$ cat src/rtl/mwi_pkg.sv
package mwi_pkg;
  localparam logic [3:0] CMD_MWI = 4'hF;
  localparam logic [3:0] CMD_MW  = 4'h7;
  localparam logic [1:0] MODE_CUT = 2'b11;

  function automatic logic line_ok(input logic [7:0] n);
    return (n != '0) && ((n & (n - 8'd1)) == '0);
  endfunction

  function automatic logic [7:0] line_mask(input logic [7:0] n);
    return n - 8'd1;
  endfunction
endpackage

$ cat src/rtl/mwi_cfg_decode.sv
module mwi_cfg_decode
  import mwi_pkg::*;
#(
  parameter int CLS_W = 8
) (
  input  logic [3:0]       cmd,
  input  logic [CLS_W-1:0] line_dw,
  input  logic [1:0]       mode,
  output logic             cut_en,
  output logic [CLS_W-1:0] mask,
  output logic [3:0]       cmd_fwd
);
  logic is_mwi, size_ok;

  always_comb begin
    is_mwi  = (cmd == CMD_MWI);
    size_ok = line_ok(8'(line_dw));
    cut_en  = is_mwi && (mode == MODE_CUT) && size_ok;
    mask    = size_ok ? CLS_W'(line_mask(8'(line_dw))) : '0;
    cmd_fwd = (is_mwi && !cut_en) ? CMD_MW : cmd;
  end
endmodule

$ cat src/rtl/mwi_dw_counter.sv
module mwi_dw_counter #(
  parameter int CLS_W = 8
) (
  input  logic             clk,
  input  logic             rst_n,
  input  logic             load,
  input  logic [CLS_W-1:0] start_ofs,
  input  logic [CLS_W-1:0] load_mask,
  input  logic             step,
  output logic             line_end
);
  logic [CLS_W-1:0] ofs, mask_q, ofs_nxt;

  always_comb ofs_nxt = (ofs + CLS_W'(1)) & mask_q;
  assign line_end = step && (ofs_nxt == '0);

  always_ff @(posedge clk) begin
    if (!rst_n) begin
      ofs    <= '0;
      mask_q <= '0;
    end else if (load) begin
      ofs    <= start_ofs & load_mask;
      mask_q <= load_mask;
    end else if (step) begin
      ofs    <= ofs_nxt;
    end
  end

  // the offset never leaves the current line
  a_r3_ofs_in_line: assert property (@(posedge clk) disable iff (!rst_n)
    (ofs & ~mask_q) == '0);
endmodule

$ cat src/rtl/mwi_line_guard.sv
module mwi_line_guard
  import mwi_pkg::*;
#(
  parameter int ADDR_W = 32,
  parameter int CLS_W  = 8
) (
  input  logic              clk,
  input  logic              rst_n,
  input  logic              addr_vld,
  input  logic [3:0]        cmd_in,
  input  logic [ADDR_W-1:0] addr_in,
  input  logic              data_vld,
  input  logic [CLS_W-1:0]  line_dw,
  input  logic [1:0]        mode,
  output logic              disc_req,
  output logic [3:0]        cmd_out
);
  logic             cut_en_d, cut_q, line_end, data_step;
  logic [CLS_W-1:0] mask_d;
  logic [3:0]       cmd_fwd_d;
  logic [CLS_W-1:0] start_ofs;

  assign start_ofs = addr_in[CLS_W+1:2];
  assign data_step = data_vld && !addr_vld;

  mwi_cfg_decode #(.CLS_W(CLS_W)) u_dec (
    .cmd(cmd_in), .line_dw(line_dw), .mode(mode),
    .cut_en(cut_en_d), .mask(mask_d), .cmd_fwd(cmd_fwd_d)
  );

  mwi_dw_counter #(.CLS_W(CLS_W)) u_cnt (
    .clk(clk), .rst_n(rst_n), .load(addr_vld), .start_ofs(start_ofs),
    .load_mask(mask_d), .step(data_step), .line_end(line_end)
  );

  always_ff @(posedge clk) begin
    if (!rst_n) begin
      cut_q    <= 1'b0;
      cmd_out  <= 4'h0;
      disc_req <= 1'b0;
    end else begin
      disc_req <= cut_q && line_end;
      if (addr_vld) begin
        cut_q   <= cut_en_d;
        cmd_out <= cmd_fwd_d;
      end
    end
  end

  // a disconnect only follows a data phase
  a_r2_disc_after_data: assert property (@(posedge clk) disable iff (!rst_n)
    disc_req |-> $past(data_vld));
  // a disconnect only while the forwarded command is write-and-invalidate
  a_r7_disc_only_mwi: assert property (@(posedge clk) disable iff (!rst_n)
    disc_req |-> cmd_out == CMD_MWI);
  // a rewritten command never comes with a disconnect
  a_r5_conv_no_disc: assert property (@(posedge clk) disable iff (!rst_n)
    (cmd_out == CMD_MW) |-> !disc_req);
  // the command holds outside address phases
  a_r10_cmd_hold: assert property (@(posedge clk) disable iff (!rst_n)
    !addr_vld |=> $stable(cmd_out));
  // a valid cut configuration keeps the command
  a_r4_keep_cmd: assert property (@(posedge clk) disable iff (!rst_n)
    (addr_vld && cmd_in == CMD_MWI && mode == MODE_CUT && line_ok(8'(line_dw)))
      |=> cmd_out == CMD_MWI);
endmodule

$ cat config.mk
export PLATFORM = sky130hd
export DESIGN_NAME = mwi_line_guard
export DESIGN_NICKNAME = d
export VERILOG_FILES = /design/src/rtl/mwi_pkg.sv /design/src/rtl/mwi_cfg_decode.sv /design/src/rtl/mwi_dw_counter.sv /design/src/rtl/mwi_line_guard.sv
export SDC_FILE = /design/constraint.sdc
export NUM_CORES = 1
export LEC_CHECK = 0
export BUFFER_PORTS_ARGS = -buffer_cell sky130_fd_sc_hd__buf_2
export CAP_MARGIN = 25
export CORE_MARGIN = 4
export CORE_UTILIZATION = 47
export DETAILED_ROUTE_END_ITERATION = 16
export GPL_ROUTABILITY_DRIVEN = 1
export GPL_TIMING_DRIVEN = 0
export MAX_ROUTING_LAYER = met4
export PLACE_DENSITY = 0.79
export SLEW_MARGIN = 20
export SYNTH_ARGS = -nofsm -noshare
export SYNTH_HDL_FRONTEND = slang
export SYNTH_SLANG_ARGS = --single-unit
$ cat constraint.sdc
create_clock -name clk -period 3.6 [get_ports clk]
set_clock_uncertainty 0.2 [all_clocks]
set_input_delay 0.54 -clock clk [delete_from_list [all_inputs] [get_ports clk]]
set_output_delay 0.54 -clock clk [all_outputs]
set_load 0.03 [all_outputs]
Word level (Yosys, flattened, before mapping)

Cells that the tools add are included.
W data, S select, Z words.

Register bits after elaboration: 22
Output and inout bits: 5
Logic and storage cells: 29

$add $sub $neg: 2
Eq/ne operators: 2
Mux-type cells: 4
Bitwise logic cells: 3
Reductions and logical operators: 13

Operators with widths:

| operator              | count |
|---|---|
| $and A8 B8 Y8         | 3 |
| $mux W8               | 3 |
| $logic_not A8 Y1      | 2 |
| $add A8 B1 Y8 const B | 1 |
| $reduce_bool A8 Y1    | 1 |
| $sub A8 B1 Y8 const B | 1 |
| $logic_and A1 B1 Y1   | 7 |
| $eq A4 B4 Y1 const B  | 1 |
| $mux W4               | 1 |
| $eq A2 B2 Y1 const B  | 1 |
| $logic_not A1 Y1      | 2 |
| $reduce_bool A2 Y1    | 1 |

Logic depth before layout (Yosys ltp)

Word-level depth: 8
Mapped depth: 10
Gate-level depth less buffers: 10

Modules after synthesis

Synthesis repeated with hierarchy kept, for this count alone.

Cell total of the unflattened synthesis: 158
Area, all modules: 1348.8 um^2

Modules (own cells, without submodules):

| module         | times used | cells an instance | area each (um^2) | sequential area each (um^2) |
|---|---|---|---|---|
| mwi_dw_counter | 1          | 101               | 853.3            | 320.3 |
| mwi_cfg_decode | 1          | 38                | 267.8            | 0.0 |
| mwi_line_guard | 1          | 19                | 227.7            | 120.1 |

Least setup slack after synthesis

OpenSTA, ideal clock, no wires.

Kind: input -> register
Start: in line_dw[1]
End: reg cmd_out[3]
Arrival: 2770 ps
Slack: 569 ps
Cell stages on the path: 9
Buffers on the path: 0
Cell sequence: or3_1 or3_1 or3_1 ha_1 nor4_1 o211ai_1 nor3_1 or2_1 a32o_1

Word-level cells in the longest chain between the ends: 8
Elaborated cells between the ends (all ways): 9

Ends and longest elaborated chain:

| item                    | RTL line             | RTL |
|---|---|---|
| start, declared         | mwi_line_guard.sv:13 | `input logic [CLS_W-1:0] line_dw,` |
| $sub A8 B1 Y8           | mwi_pkg.sv:7         | `return (n != '0) && ((n & (n - 8'd1)) == '0);` |
| $and A8 B8 Y8           | mwi_pkg.sv:7         |  |
| $logic_not A8 Y1        | mwi_pkg.sv:7         |  |
| $logic_and A1 B1 Y1 (*) | mwi_pkg.sv:7         |  |
| $logic_and A1 B1 Y1 (*) | mwi_cfg_decode.sv:18 | `cut_en = is_mwi && (mode == MODE_CUT) && size_ok;` |
| $logic_not A1 Y1 (*)    | mwi_cfg_decode.sv:20 | `cmd_fwd = (is_mwi && !cut_en) ? CMD_MW : cmd;` |
| $logic_and A1 B1 Y1 (*) | mwi_cfg_decode.sv:20 |  |
| $mux W4 (*)             | mwi_cfg_decode.sv:20 |  |
| end signal, assigned    | mwi_line_guard.sv:45 | `cmd_out <= cmd_fwd_d;` |
| end, declared           | mwi_line_guard.sv:16 | `output logic [3:0] cmd_out` |

Mark *: on every way between the ends. The rest lies on a longest branch, timed or not.
A chain may end at the register's enable or synchronous reset.

Worst setup path after layout

Start: in line_dw[1]
End: reg u_cnt.ofs[6]

Word-level cells in the longest chain between the ends: 7
Elaborated cells between the ends (all ways): 8

Ends and longest elaborated chain:

| item                 | RTL line                    | RTL |
|---|---|---|
| $sub A8 B1 Y8        | mwi_pkg.sv:7, mwi_pkg.sv:11 |  |
| $and A8 B8 Y8        | mwi_pkg.sv:7                |  |
| $logic_not A8 Y1     | mwi_pkg.sv:7                |  |
| $logic_and A1 B1 Y1  | mwi_pkg.sv:7                |  |
| $mux W8 (*)          | mwi_cfg_decode.sv:19        | `mask = size_ok ? CLS_W'(line_mask(8'(line_dw))) : '0;` |
| $and A8 B8 Y8 (*)    | mwi_dw_counter.sv:22        | `ofs <= start_ofs & load_mask;` |
| $mux W8 (*)          | mwi_dw_counter.sv:21        | `end else if (load) begin` |
| end signal, assigned | mwi_dw_counter.sv:22        |  |
| end signal, assigned | mwi_dw_counter.sv:25        | `ofs <= ofs_nxt;` |
| end, declared        | mwi_dw_counter.sv:12        | `logic [CLS_W-1:0] ofs, mask_q, ofs_nxt;` |

Marked as above.

==> impl_metrics.json <==
{
  "post_cts_resized": 0,
  "tns_ps": 0,
  "syn_area_um2": 1260,
  "finalWirelength_um": 3100,
  "cts_setup_buffers": 0,
  "fmax_mhz": 312,
  "yosysWarningCount": 0,
  "rsz0062_at_grt": "no",
  "clock_latency_ps": 310,
  "grt-ovfl-total": 0,
  "path_class": "input pin to flop",
  "switching_share_pct": 26.9,
  "design_area_um2": 1460,
  "fin_crit_sh_pct": 89.0,
  "h-tree-depth": 1,
  "avgSynthCellArea_um2": 8.50,
  "maxCapViolations": 0,
  "cp.arrival_ps": 3240,
  "drtPass1Iterations": 4,
  "setup_viol_count_final": 0,
  "final_nets": 241,
  "wire_per_inst_um": 14.8,
  "placed_cell_area_um2": 1440,
  "clockRootBuffer": "clkbuf_4",
  "antenna_found_initial": 0,
  "combPwrFrac_pct": 15.9,
  "gp_congestion": 0.868,
  "rows": 18,
  "cts.clk_slew.worst_paths_ps": 110,
  "die_h_um": 59.7,
  "grt_pass1_vias": 1116,
  "yosys.area_share.simple_pct": 23.9,
  "p_clk_share_pct": 25.3,
  "core_area_um2": 2520,
  "total_power_w": 0.000434,
  "switchingPower_w": 0.000117,
  "end_kind": "flop",
  "start_util_pct": 49.9,
  "synth_xor_xnor_area_share_pct": 4.18,
  "synthAdderAreaFrac_pct": 9.95,
  "grt_max_degree": 12,
  "cp-start-kind": "input pin",
  "ys_ff_latch": 22,
  "die_area_um2": 3570,
  "drive_above_1_share_pct": 20.1,
  "worstHoldPathType": "input pin to flop",
  "grt_usage_pct": 18.8,
  "routed_via_density": 5.68,
  "slew_headroom_pct": 61.4,
  "status": "completed",
  "finalHoldViolations": 0,
  "ios": 55,
  "synth_compound_area_share_pct": 21.3,
  "tightest_slew_ps": 574,
  "crit_required_ps": 3630,
  "p_seq_share_pct": 58.7,
  "port_buffers": 28,
  "period_needed_ps": 3200,
  "antenna_cells": 0,
  "synth_cell_types": 35,
  "cts_buffers": 3,
  "synth.mux.area_fraction_pct": 2.39,
  "ant_nets": 0,
  "place_hpwl_um": 2420,
  "grt_pass1_wl_um": 4880,
  "slew_viol_final": 0,
  "crit_fanout": 8,
  "cts_max_path_buffers": 2,
  "p_leak_nw": 0.601,
  "via_count": 1188,
  "clock-sinks": 22,
  "first_iter_violations": 56,
  "dieWidth_um": 59.7,
  "cts_tree": "yes",
  "synth_top_family_by_area": "simple AND/OR/NAND/NOR gates",
  "postCtsHoldBufs": 0,
  "drc": 0,
  "power_density_nw_per_um2": 298,
  "ys_seq_area_share_pct": 35.0,
  "internal_power_w": 0.000317,
  "synth_nets": 208,
  "r2r_slack_ps": 1840,
  "synthToLayoutAreaGrowth_pct": 15.9,
  "synth_cells": 148,
  "ir_drop_v": 0.000212
}
## worst max-delay path, stage by stage
cell,delay [ps]
buf_2,110
or3_1,410
or3_1,350
or3_1,330
ha_1,180
nor4_1,500
o2111ai_4,260
nor2_1,260
o2111ai_1,160
o21ai_0,120
## layout make-up
| cell class | count | area (um2) |
|---|---|---|
| clock buffers | 3 | 22.5 |
| repair buffers | 28 | 140 |
| plain buffers | 6 | 22.5 |
| multi-input cells | 115 | 776 |
| inverters | 5 | 18.8 |
| fillers | 230 | 1060 |
| well taps | 30 | 37.5 |
| flip-flops and latches | 22 | 440 |
## worst paths after layout
path	from	to	cells past startpoint
worst min register to register	u_cnt.mask_q[7]	disc_req	1
worst min-delay path	addr_in[4]	u_cnt.ofs[2]	3
worst max-delay path	line_dw[1]	u_cnt.ofs[6]	10
worst max register to register	u_cnt.ofs[0]	disc_req	6
## flip-flops by register name, summed over array words and instances, names as in the netlist
signal and cells:
cut_q 1, u_cnt.mask_q 8, cmd_out 4, u_cnt.ofs 8, disc_req 1
## power by group through the flow
stage / registers [W] / clock network [W] / logic (W)
after floorplan: 0.000265 / 0 / 0.0000344
after global placement: 0.000260 / 0 / 0.0000653
after detailed placement: 0.000260 / 0 / 0.0000686
after CTS: 0.000255 / 0.000110 / 0.0000690
after global routing: 0.000256 / 0.000121 / 0.0000775
final: 0.000255 / 0.000110 / 0.0000691
## cells in the final DEF, fill, tap and decap left out, drive strengths merged, types with 2 or more instances in the layout
cell type | netlist | final
clkbuf | 5 | 8
o2111ai | 3 | 3
and3 | 3 | 3
o21ai | 9 | 9
xnor2 | 2 | 2
or2 | 3 | 3
nor3 | 2 | 2
o211ai | 3 | 3
nor2 | 15 | 15
dfxtp | 22 | 22
xor2 | 4 | 4
buf | 1 | 29
mux2i | 3 | 3
or3 | 4 | 4
nand2 | 8 | 8
nand4 | 3 | 3
a21oi | 11 | 11
a21boi | 2 | 2
o21a | 5 | 5
nand3 | 3 | 3
ha | 10 | 10
nor2b | 12 | 12
inv | 5 | 5
## routing by layer
metal  routed length, um  track usage, %
met3                 222            3.46
met4                  90            9.49
met1                1300            22.1
met5                   0               -
met2                1490            30.6
## stage by stage
| step | hold slack [ps] | util (%) | setup WS [ps] | std cells |
|---|---|---|---|---|
| final | 266 | 57.8 | 396 | 209 |
| after global routing | 265 | 57.8 | 193 | 209 |
| after CTS | 267 | 57.8 | 392 | 209 |
| after detailed placement | 243 | 56.9 | 81.2 | 206 |
| after global placement | 267 | 56.9 | 254 | 206 |
| after floorplan | 215 | - | 569 | 148 |
## cells by family after synthesis
kind of cell,after synthesis
AND/OR/NAND/NOR,57
AO/OA/AOI/OAI,39
flip-flops,22
buffers and inverters,11
adder cells (fa/ha/maj),10
XOR/XNOR,6
multiplexers,3
## cell usage after synthesis, drive strengths merged
cell	n	share of area (%)
o211ai	3	1.8
ha	10	10
a21boi	2	1.2
nor4	1	0.50
mux2i	3	2.4
nor3	2	0.80
nand3	3	1.2
a21o	1	0.60
nand2	8	2.4
or3b	1	0.70
a21oi	11	4.4
a32o	1	0.80
buf	1	0.30
inv	5	1.5
a22o	1	0.70
dfxtp	22	35
xnor2	2	1.4
nand2b	1	0.50
o21ai	9	3.6
a2111oi	1	0.70
and3	3	1.5
nor2b	12	6.0
or3	4	2.0
nor2	15	4.5
o2111ai	3	3.5
o21a	5	3.0
a22oi	1	0.60
xor2	4	2.8
a31oi	1	0.50
or2	3	1.5
or4	1	0.90
nand4	3	1.5
clkbuf	5	1.5
Power figures use the tool's default switching activity.
